==> src/rtl/chop_iq_pkg.sv <==
package chop_iq_pkg;

    typedef enum logic [1:0] {
        ST_IDLE   = 2'd0,
        ST_GUARD  = 2'd1,
        ST_SAMPLE = 2'd2
    } seq_state_e;

    // Slot order inside one measurement: bit0 = lane (0 I, 1 Q), bit1 = swapped polarity
    localparam logic [1:0] SLOT_FINAL = 2'd3;

endpackage

==> src/rtl/chop_iq_ctrl.sv <==
module chop_iq_ctrl
    import chop_iq_pkg::*;
#(
    parameter int unsigned WIN_LOG2_MAX = 12,
    parameter int unsigned WCFG_W       = 4
) (
    input  logic              clk,
    input  logic              rst_n,
    input  logic              start_i,
    input  logic [WCFG_W-1:0] win_log2_i,
    input  logic              adc_valid_i,
    output logic              sel_o,
    output logic              chop_fwd_o,
    output logic              chop_swap_o,
    output logic              busy_o,
    output logic              cap_v_o,
    output logic [1:0]        cap_slot_o,
    output logic              cap_last_o,
    output logic              clr_o,
    output logic [WCFG_W-1:0] shift_o
);

    localparam int unsigned CNT_W = WIN_LOG2_MAX + 1;

    typedef struct packed {
        seq_state_e        st;
        logic [1:0]        slot;
        logic [CNT_W-1:0]  mcnt;
        logic [WCFG_W-1:0] wl;
    } ctrl_t;

    ctrl_t r_q, r_d;
    logic [CNT_W-1:0] lim;
    logic             last_meas;

    always_comb begin
        lim       = (CNT_W'(1) << r_q.wl) - CNT_W'(1);
        last_meas = (r_q.mcnt == lim);
        r_d       = r_q;
        clr_o     = 1'b0;
        cap_v_o   = 1'b0;
        unique case (r_q.st)
            ST_IDLE: begin
                if (start_i) begin
                    clr_o    = 1'b1;
                    r_d.st   = ST_GUARD;
                    r_d.slot = 2'd0;
                    r_d.mcnt = '0;
                    r_d.wl   = (win_log2_i > WCFG_W'(WIN_LOG2_MAX)) ?
                               WCFG_W'(WIN_LOG2_MAX) : win_log2_i;
                end
            end
            ST_GUARD: begin
                r_d.st = ST_SAMPLE;
            end
            ST_SAMPLE: begin
                if (adc_valid_i) begin
                    cap_v_o  = 1'b1;
                    r_d.slot = r_q.slot + 2'd1;
                    r_d.st   = ST_GUARD;
                    if (r_q.slot == SLOT_FINAL) begin
                        r_d.mcnt = r_q.mcnt + CNT_W'(1);
                        if (last_meas) r_d.st = ST_IDLE;
                    end
                end
            end
            default: r_d.st = ST_IDLE;
        endcase
    end

    always_ff @(posedge clk or negedge rst_n) begin
        if (!rst_n) begin
            r_q <= '{st: ST_IDLE, slot: 2'd0, mcnt: '0, wl: '0};
        end else begin
            r_q <= r_d;
        end
    end

    assign sel_o       = r_q.slot[0];
    assign chop_fwd_o  = (r_q.st == ST_SAMPLE) && !r_q.slot[1];
    assign chop_swap_o = (r_q.st == ST_SAMPLE) &&  r_q.slot[1];
    assign busy_o      = (r_q.st != ST_IDLE);
    assign cap_slot_o  = r_q.slot;
    assign cap_last_o  = (r_q.slot == SLOT_FINAL) && last_meas;
    assign shift_o     = r_q.wl;

    assert_chop_excl_R3: assert property (@(posedge clk) disable iff (!rst_n)
        !(chop_fwd_o && chop_swap_o));

    assert_chop_gap_R3: assert property (@(posedge clk) disable iff (!rst_n)
        (chop_fwd_o || chop_swap_o) && adc_valid_i |=> !(chop_fwd_o || chop_swap_o));

    assert_hold_window_R4: assert property (@(posedge clk) disable iff (!rst_n)
        (chop_fwd_o || chop_swap_o) && !adc_valid_i |=>
            $stable(sel_o) && $stable(chop_fwd_o) && $stable(chop_swap_o));

    assert_idle_quiet_R5: assert property (@(posedge clk) disable iff (!rst_n)
        !busy_o |-> !(chop_fwd_o || chop_swap_o));

endmodule

==> src/rtl/chop_iq_diff.sv <==
module chop_iq_diff #(
    parameter int unsigned ADC_W = 12
) (
    input  logic                 clk,
    input  logic                 rst_n,
    input  logic                 cap_v_i,
    input  logic [1:0]           cap_slot_i,
    input  logic                 cap_last_i,
    input  logic [ADC_W-1:0]     code_i,
    output logic                 pv_o,
    output logic                 plast_o,
    output logic [1:0][ADC_W:0]  d_o
);

    typedef struct packed {
        logic [1:0][ADC_W-1:0] pos;
        logic [1:0][ADC_W:0]   d;
        logic                  pv;
        logic                  plast;
    } diff_t;

    diff_t r_q, r_d;
    logic signed [ADC_W:0] delta;

    always_comb begin
        r_d      = r_q;
        r_d.pv   = 1'b0;
        r_d.plast = 1'b0;
        delta    = $signed({1'b0, r_q.pos[cap_slot_i[0]]}) - $signed({1'b0, code_i});
        if (cap_v_i) begin
            if (!cap_slot_i[1]) begin
                r_d.pos[cap_slot_i[0]] = code_i;
            end else begin
                r_d.d[cap_slot_i[0]] = delta;
                if (cap_slot_i[0]) begin
                    r_d.pv    = 1'b1;
                    r_d.plast = cap_last_i;
                end
            end
        end
    end

    always_ff @(posedge clk or negedge rst_n) begin
        if (!rst_n) begin
            r_q <= '0;
        end else begin
            r_q <= r_d;
        end
    end

    assign pv_o    = r_q.pv;
    assign plast_o = r_q.plast;
    assign d_o     = r_q.d;

endmodule

==> src/rtl/chop_iq_accum.sv <==
module chop_iq_accum #(
    parameter int unsigned ADC_W        = 12,
    parameter int unsigned WIN_LOG2_MAX = 12,
    parameter int unsigned WCFG_W       = 4
) (
    input  logic                  clk,
    input  logic                  rst_n,
    input  logic                  clr_i,
    input  logic                  pv_i,
    input  logic                  plast_i,
    input  logic [WCFG_W-1:0]     shift_i,
    input  logic [1:0][ADC_W:0]   d_i,
    output logic [1:0][ADC_W-1:0] avg_o,
    output logic                  done_o
);

    localparam int unsigned ACC_W = ADC_W + 1 + WIN_LOG2_MAX;

    typedef struct packed {
        logic signed [ACC_W-1:0] acc;
        logic [ADC_W-1:0]        avg;
    } lane_t;

    logic done_q, done_d;

    for (genvar g = 0; g < 2; g++) begin : g_lane
        lane_t r_q, r_d;
        logic signed [ACC_W-1:0] add_v;
        logic signed [ACC_W-1:0] sum_v;

        always_comb begin
            add_v = ACC_W'($signed(d_i[g]));
            sum_v = r_q.acc + add_v;
            r_d   = r_q;
            if (pv_i) begin
                r_d.acc = sum_v;
                if (plast_i) begin
                    r_d.avg = ADC_W'(sum_v >>> ({1'b0, shift_i} + 1'b1));
                end
            end
            if (clr_i) r_d.acc = '0;
        end

        always_ff @(posedge clk or negedge rst_n) begin
            if (!rst_n) begin
                r_q <= '0;
            end else begin
                r_q <= r_d;
            end
        end

        assign avg_o[g] = r_q.avg;
    end

    always_comb begin
        done_d = pv_i && plast_i;
    end

    always_ff @(posedge clk or negedge rst_n) begin
        if (!rst_n) begin
            done_q <= 1'b0;
        end else begin
            done_q <= done_d;
        end
    end

    assign done_o = done_q;

    assert_done_pulse_R7: assert property (@(posedge clk) disable iff (!rst_n)
        done_o |=> !done_o);

    assert_avg_hold_R6: assert property (@(posedge clk) disable iff (!rst_n)
        !done_o |-> $stable(avg_o));

endmodule

==> src/rtl/chop_iq_sequencer.sv <==
module chop_iq_sequencer #(
    parameter int unsigned ADC_W        = 12,
    parameter int unsigned WIN_LOG2_MAX = 12
) (
    input  logic                                  clk,
    input  logic                                  rst_n,
    input  logic                                  ref_i_clk,
    input  logic                                  ref_q_clk,
    input  logic                                  start,
    input  logic [$clog2(WIN_LOG2_MAX+1)-1:0]     win_log2,
    input  logic                                  adc_valid,
    input  logic [ADC_W-1:0]                      adc_code,
    output logic                                  samp_clk,
    output logic                                  samp_sel,
    output logic                                  chop_fwd,
    output logic                                  chop_swap,
    output logic                                  busy,
    output logic [ADC_W-1:0]                      avg_i,
    output logic [ADC_W-1:0]                      avg_q,
    output logic                                  done
);

    localparam int unsigned WCFG_W = $clog2(WIN_LOG2_MAX + 1);

    logic              cap_v, cap_last, clr, pv, plast;
    logic [1:0]        cap_slot;
    logic [WCFG_W-1:0] shift;
    logic [1:0][ADC_W:0]   d;
    logic [1:0][ADC_W-1:0] avg;

    chop_iq_ctrl #(
        .WIN_LOG2_MAX (WIN_LOG2_MAX),
        .WCFG_W       (WCFG_W)
    ) u_ctrl (
        .clk         (clk),
        .rst_n       (rst_n),
        .start_i     (start),
        .win_log2_i  (win_log2),
        .adc_valid_i (adc_valid),
        .sel_o       (samp_sel),
        .chop_fwd_o  (chop_fwd),
        .chop_swap_o (chop_swap),
        .busy_o      (busy),
        .cap_v_o     (cap_v),
        .cap_slot_o  (cap_slot),
        .cap_last_o  (cap_last),
        .clr_o       (clr),
        .shift_o     (shift)
    );

    chop_iq_diff #(
        .ADC_W (ADC_W)
    ) u_diff (
        .clk        (clk),
        .rst_n      (rst_n),
        .cap_v_i    (cap_v),
        .cap_slot_i (cap_slot),
        .cap_last_i (cap_last),
        .code_i     (adc_code),
        .pv_o       (pv),
        .plast_o    (plast),
        .d_o        (d)
    );

    chop_iq_accum #(
        .ADC_W        (ADC_W),
        .WIN_LOG2_MAX (WIN_LOG2_MAX),
        .WCFG_W       (WCFG_W)
    ) u_accum (
        .clk     (clk),
        .rst_n   (rst_n),
        .clr_i   (clr),
        .pv_i    (pv),
        .plast_i (plast),
        .shift_i (shift),
        .d_i     (d),
        .avg_o   (avg),
        .done_o  (done)
    );

    // Sampling-clock multiplexer: quadrature reference when samp_sel is high
    assign samp_clk = samp_sel ? ref_q_clk : ref_i_clk;
    assign avg_i    = avg[0];
    assign avg_q    = avg[1];

endmodule

==> config.mk <==
export PLATFORM = sky130hd
export DESIGN_NAME = chop_iq_sequencer
export DESIGN_NICKNAME = d
export VERILOG_FILES = /design/src/rtl/chop_iq_pkg.sv /design/src/rtl/chop_iq_ctrl.sv /design/src/rtl/chop_iq_diff.sv /design/src/rtl/chop_iq_accum.sv /design/src/rtl/chop_iq_sequencer.sv
export SDC_FILE = /design/constraint.sdc
export NUM_CORES = 1
export LEC_CHECK = 0
export BUFFER_PORTS_ARGS = -buffer_cell sky130_fd_sc_hd__buf_2
export CORE_MARGIN = 2
export CORE_UTILIZATION = 29
export CTS_CLUSTER_DIAMETER = 30
export DETAILED_ROUTE_END_ITERATION = 10
export GPL_TIMING_DRIVEN = 0
export PLACE_DENSITY_LB_ADDON = 0.08
export SYNTH_ARGS = -nofsm -noshare
export SYNTH_HDL_FRONTEND = slang
export SYNTH_SLANG_ARGS = --single-unit
==> constraint.sdc <==
create_clock -name clk -period 5.7 [get_ports clk]
set_input_delay 0.285 -clock clk [delete_from_list [all_inputs] [get_ports clk]]
set_output_delay 0.285 -clock clk [all_outputs]
set_load 0.01 [all_outputs]
Word-level counts from Yosys, hierarchy flattened
Index checks and enable logic that the tools add are counted.
{"block": "totals", "register_bits": 148, "input_bits": 22, "output_inout_bits": 30, "elab_cells": 83}
{"block": "classes", "add_sub_neg": 7, "order_cmp": 3, "n_eq_ne": 7, "shifts": 3, "mux": 30, "n_bitwise": 1, "n_reduce_logical": 17}
{"cell": "$mux W37", "n": 2}
{"cell": "$mux W12", "n": 5}
{"cell": "$add A25 B13 Y25", "n": 2}
{"cell": "$mux W25", "n": 2}
{"cell": "$sshr A25 B5 Y12", "n": 2}
{"cell": "$pmux W15 S2", "n": 1}
{"cell": "$bwmux W26", "n": 1}
{"cell": "$mux W13", "n": 2}
{"cell": "$bwmux W24", "n": 1}
{"cell": "$mux W21", "n": 1}
{"cell": "$mux W17", "n": 1}
{"cell": "$add A13 B1 Y13 const B", "n": 1}
{"cell": "$demux W13 S1", "n": 1}
{"cell": "$eq A13 B13 Y1", "n": 1}
{"cell": "$shl A1 B4 Y13 const A", "n": 1}
{"cell": "$sub A12 B12 Y13", "n": 1}
{"cell": "$sub A13 B2 Y13 const B", "n": 1}
{"cell": "$demux W12 S1", "n": 1}
{"cell": "$reduce_and A2 Y1", "n": 5}
{"cell": "$mux W1", "n": 7}
{"cell": "$mux W2", "n": 3}
{"cell": "$ne A2 B2 Y1 const B", "n": 3}
{"cell": "$pmux W2 S3", "n": 1}
{"cell": "$reduce_bool A2 Y1", "n": 3}
{"cell": "14 further kinds", "n": 19}

Logic depth before layout (Yosys ltp)
{"block": "depth", "depth_word": 7, "ltp_mapped": 17, "ltp_nobuf": 13}

Cells and area by module
From an unflattened synthesis, not the netlist that was laid out.
{"block": "hier_totals", "cells_unflattened": 1574, "hier_area_um2": 13168.9}
{"module": "chop_iq_accum", "n_inst": 1, "cells_each": 1108, "area_per_inst_um2": 8743.4, "seq_area_each_um2": 1876.8}
{"module": "chop_iq_diff", "n_inst": 1, "cells_each": 291, "area_per_inst_um2": 2877.8, "seq_area_each_um2": 1301.2}
{"module": "chop_iq_ctrl", "n_inst": 1, "cells_each": 174, "area_per_inst_um2": 1532.7, "seq_area_each_um2": 525.5}
{"module": "chop_iq_sequencer", "n_inst": 1, "cells_each": 1, "area_per_inst_um2": 15.0, "seq_area_each_um2": 0.0}

Worst setup path before layout
No wires, ideal clock.
{"block": "synth_timing", "path_kind": "register -> register", "startpoint": "register u_ctrl.r_q, in the netlist u_ctrl.shift_o[0]", "endpoint": "register u_ctrl.r_q[19] (netlist name)", "setup_time_ps": 118, "arrival_ps": 4333, "required_ps": 5582, "slack_ps": 1249, "stages_incl_launch_ff": 18, "path_buffers": 5, "synth_period_minus_slack_ps": 4451, "path_cell_list": "dfrtp_1 -> clkbuf_1 -> inv_1 -> clkbuf_1 -> buf_1 -> clkbuf_1 -> ha_1 -> buf_2 -> nand2_1 -> ha_1 -> xnor2_1 -> xnor2_1 -> o2111ai_1 -> a2111oi_0 -> o21ai_1 -> or4_1 -> or4_1 -> a21o_1"}
{"block": "synth_between", "elab_chain_len": 7}
{"element": "start: declaration", "line_no": "chop_iq_ctrl.sv:32", "source": "ctrl_t r_q, r_d;"}
{"element": "start signal: assignment", "line_no": "chop_iq_ctrl.sv:73", "source": "r_q <= '{st: ST_IDLE, slot: 2'd0, mcnt: '0, wl: '0};"}
{"element": "start signal: assignment", "line_no": "chop_iq_ctrl.sv:75", "source": "r_q <= r_d;"}
{"element": "$shl A1 B4 Y13", "line_no": "chop_iq_ctrl.sv:37", "source": "lim = (CNT_W'(1) << r_q.wl) - CNT_W'(1);"}
{"element": "$sub A13 B2 Y13", "line_no": "chop_iq_ctrl.sv:37"}
{"element": "$eq A13 B13 Y1", "line_no": "chop_iq_ctrl.sv:38", "source": "last_meas = (r_q.mcnt == lim);"}
{"element": "$mux W1", "line_no": "chop_iq_ctrl.sv:63", "source": "if (last_meas) r_d.st = ST_IDLE;"}
{"element": "$mux W1", "line_no": "chop_iq_ctrl.sv:61", "source": "if (r_q.slot == SLOT_FINAL) begin"}
{"element": "$mux W17", "line_no": "chop_iq_ctrl.sv:57", "source": "if (adc_valid_i) begin"}
{"element": "$pmux W2 S3", "line_no": "chop_iq_ctrl.sv:42", "source": "unique case (r_q.st)"}
No other way between the ends. The select of a mux whose other input is x is not followed.
A chain may end at the register's enable or synchronous reset.

==> impl_metrics.yaml <==
logic_synthesis:
  synth.most_common_cell: "nor2_1"
  synthAdderAreaFrac_pct: 7.32
  synth_xor_area_share_pct: 5.41
  muxShareOfSynthArea_pct: 13.5
  synthSimpleGateAreaFrac_pct: 16.3
  synth_warnings: 0
  synth-edff-count: 0
  synth_area_um2: 12600
  synth-async-reset-ratio_pct: 100
  netlist-cell-type-count: 97
  synth_top_flop_cell: "dfrtp_1"
  synth_top_area_share_pct: 29.4
  synthTopCellsByArea: "dfrtp_1 29%, ha_1 6.8%, mux2i_1 5.6%, mux2_2 5.4%, nor2_1 5.0%"
  synth_seq_cells: 148
  ys_top_cells_by_count: "167 x nor2_1, 148 x dfrtp_1, 144 x nand2_1"
  synth_compound_area_share_pct: 22.4
  synthesis.nets: 1555
  synth_cells: 1461
  yosysTopAreaCell: "dfrtp_1"
  ys_seq_area_share_pct: 29.4
  synth_top_family_by_area: "compound AO/OA/AOI/OAI gates"
  syn_avg_cell_area_um2: 8.63
place:
  port_buffers: 51
  place_ws_ns: -0.608
  dp_hpwl_um: 34900
  gp_congestion: 0.940
  placed_cells_incl_taps: 2098
worst_setup_path:
  crit_path_max_incr_delay_ns: 0.48
  crit_arrival_ns: 5.67
  path_buf_inv: 6
  slowest_stage: "or4_1"
  cp-end-kind: "flip-flop"
  startpoint_type: "flip-flop"
  rrSetupSlack_ns: 0.41
  path_delay_family: "buffers and inverters"
  cp_data_required_time_ns: 6.08
  critPathMaxFanout: 11
  worstPathCellList: "clkbuf_1, inv_1, buf_2, clkbuf_2, clkbuf_4, ha_1, buf_2, nand2_1, ha_1, xnor2_1, xnor2_1, o2111ai_1, a2111oi_0, o21ai_1, or4_1, or4_1, nor2_1"
  critPathKind: "reg -> reg"
route:
  dr.pass1.iters: 5
  antenna_left: 0
  drtIter0Drc: 790
  routed_via_density: 5.37
  post-route-drc-count: 0
  vias: 11500
  wl_per_cell_um: 21.2
  routed_wl_um: 45300
min_path:
  hold_class: "in -> reg"
global_route:
  overflow: 0
  grt_pass1_vias: 11400
  grt_max_degree: 105
  grt_use_total_pct: 20.8
  grt_pass1_wl_um: 70500
  antenna_found_initial: 0
power:
  leakagePower_uw: 0.00632
  total_power_uw: 7010
  ir_drop_v: 0.000264
  power_density_nw_per_um2: 491
clocking:
  clock_sinks: 148
  insertion_delay_ns: 0.50
  cts_tree: "built"
  clockBufferDepth: 2
  clock-root-buffer: "clkbuf_16"
  cts.clk_slew.worst_paths_ns: 0.07
  h-tree-depth: 4
  cts_buffers: 17
timing:
  final.setup_skew_ns: 0.0182
  maxSlewHeadroom_pct: 29.8
  grt_setup_unrepaired: "false"
  worst_slack_ns: 0.407
  tns_ns: 0
  final-hold-violation-count: 0
  fmax_mhz: 189
  setup_viol: 0
  fin_crit_ns: 5.29
  slew_viol_final: 0
  post-route-period-util_pct: 92.9
  worst_pin_slew_ns: 1.05
cells_and_area:
  layout-drive-gt1-share_pct: 15.2
  antenna_cells: 0
  nNetsFinal: 1631
  fin_cells: 2135
  area_growth_pct: 13.2
floorplan:
  core_um2: 43000
  rows: 76
  io_pins: 52
  dieWidth_um: 213
  fp.dieH_um: 213
  start_util_pct: 29.3
  die_area_um2: 45200
run_status:
  outcome: "complete, no violations"
job:
  max-cap-violations: 0
==> cells in the final DEF (no fill, tap or decap), types with 38 or more instances in the layout <==
| master | synthesis | routed |
|---|---|---|
| nor2_1 | 167 | 167 |
| dfrtp_1 | 148 | 148 |
| nand2_1 | 144 | 144 |
| a21oi_1 | 101 | 101 |
| mux2i_1 | 71 | 71 |
| ha_1 | 69 | 69 |
| o21ai_0 | 68 | 68 |
| buf_2 | 13 | 64 |
| clkbuf_1 | 67 | 63 |
| mux2_2 | 61 | 61 |
| inv_1 | 44 | 44 |
| xnor2_1 | 38 | 38 |
| xor2_1 | 38 | 38 |
==> area by class of cell <==
cell class / instances / area (um2)
Fill cell: 4640 / 28700
Multi-Input combinational cell: 1151 / 8180
Sequential cell: 148 / 3700
Tap cell: 585 / 732
Buffer: 117 / 563
Clock buffer: 17 / 425
Timing Repair Buffer: 57 / 343
Inverter: 45 / 169
Clock inverter: 15 / 159
==> cell families after synthesis <==
| logic type | after synthesis |
|---|---|
| compound gates | 400 |
| buf+inv | 162 |
| simple gates | 456 |
| fa+ha+maj | 72 |
| flops | 148 |
| mux | 146 |
| xor+xnor | 77 |
==> layer usage <==
metal / track usage (%) / up-vias / part of all wire (%)
met5: 0 / - / 0
met4: 8.13 / 0 / 3.2
met3: 4.05 / 75 / 4.9
met2: 32.1 / 325 / 44
met1: 28.7 / 5586 / 47
li1: - / 5479 / -
==> flip-flops by register name (all words and copies together) (netlist names) <==
register            cells
u_accum.done_o          1
u_ctrl.r_q             15
u_ctrl.shift_o          4
u_diff.r_q             24
u_accum.avg_o          24
u_diff.pv_o             1
u_diff.plast_o          1
u_ctrl.cap_slot_o       2
u_accum.g_lane.r_q     50
u_diff.d_o             26
==> power by group <==
part	switching [uW]	leakage, uW	total, uW	internal (uW)
Sequential	178	0.00201	1410	1230
Combinational	2920	0.00403	4420	1510
Clock	587	0.000285	1170	584
Total	3680	0.00632	7010	3330
==> worst paths after layout <==
| check | startpoint | depth (start not counted) | to |
|---|---|---|---|
| min in group asynchronous | rst_n | 2 | u_accum.avg_o[18] |
| min reg2reg | u_accum.avg_o[12] | 1 | u_accum.avg_o[12] |
| max reg2reg | u_ctrl.shift_o[0] | 17 | u_diff.plast_o |
| max in group asynchronous | rst_n | 3 | u_accum.g_lane[1].r_q[13] |
| max | u_ctrl.shift_o[0] | 17 | u_diff.plast_o |
| min | adc_valid | 2 | u_ctrl.r_q[20] |
==> stage by stage <==
stage / util [%] / hold slack, ns / area, um2
2_1_floorplan: - / -0.0106 / 12600
3_3_place_gp: 31.6 / 0.484 / 13600
3_5_place_dp: 31.7 / 0.216 / 13600
4_1_cts: 33.2 / 0.00700 / 14300
5_1_grt: 33.2 / 0.0400 / 14300
6_report: 33.2 / 0.0435 / 14300
==> what timing repair did <==
| action | 4_1_cts | 5_1_grt |
|---|---|---|
| gates resized for setup | 3 | 6 |
| setup endpoints to repair | 26 | 17 |
| buffers inserted | 0 | 0 |
| endpoints found under the hold margin | 48 | 0 |
| hold buffers | 5 | 0 |
No activity file was read; power rests on OpenSTA's default activity.
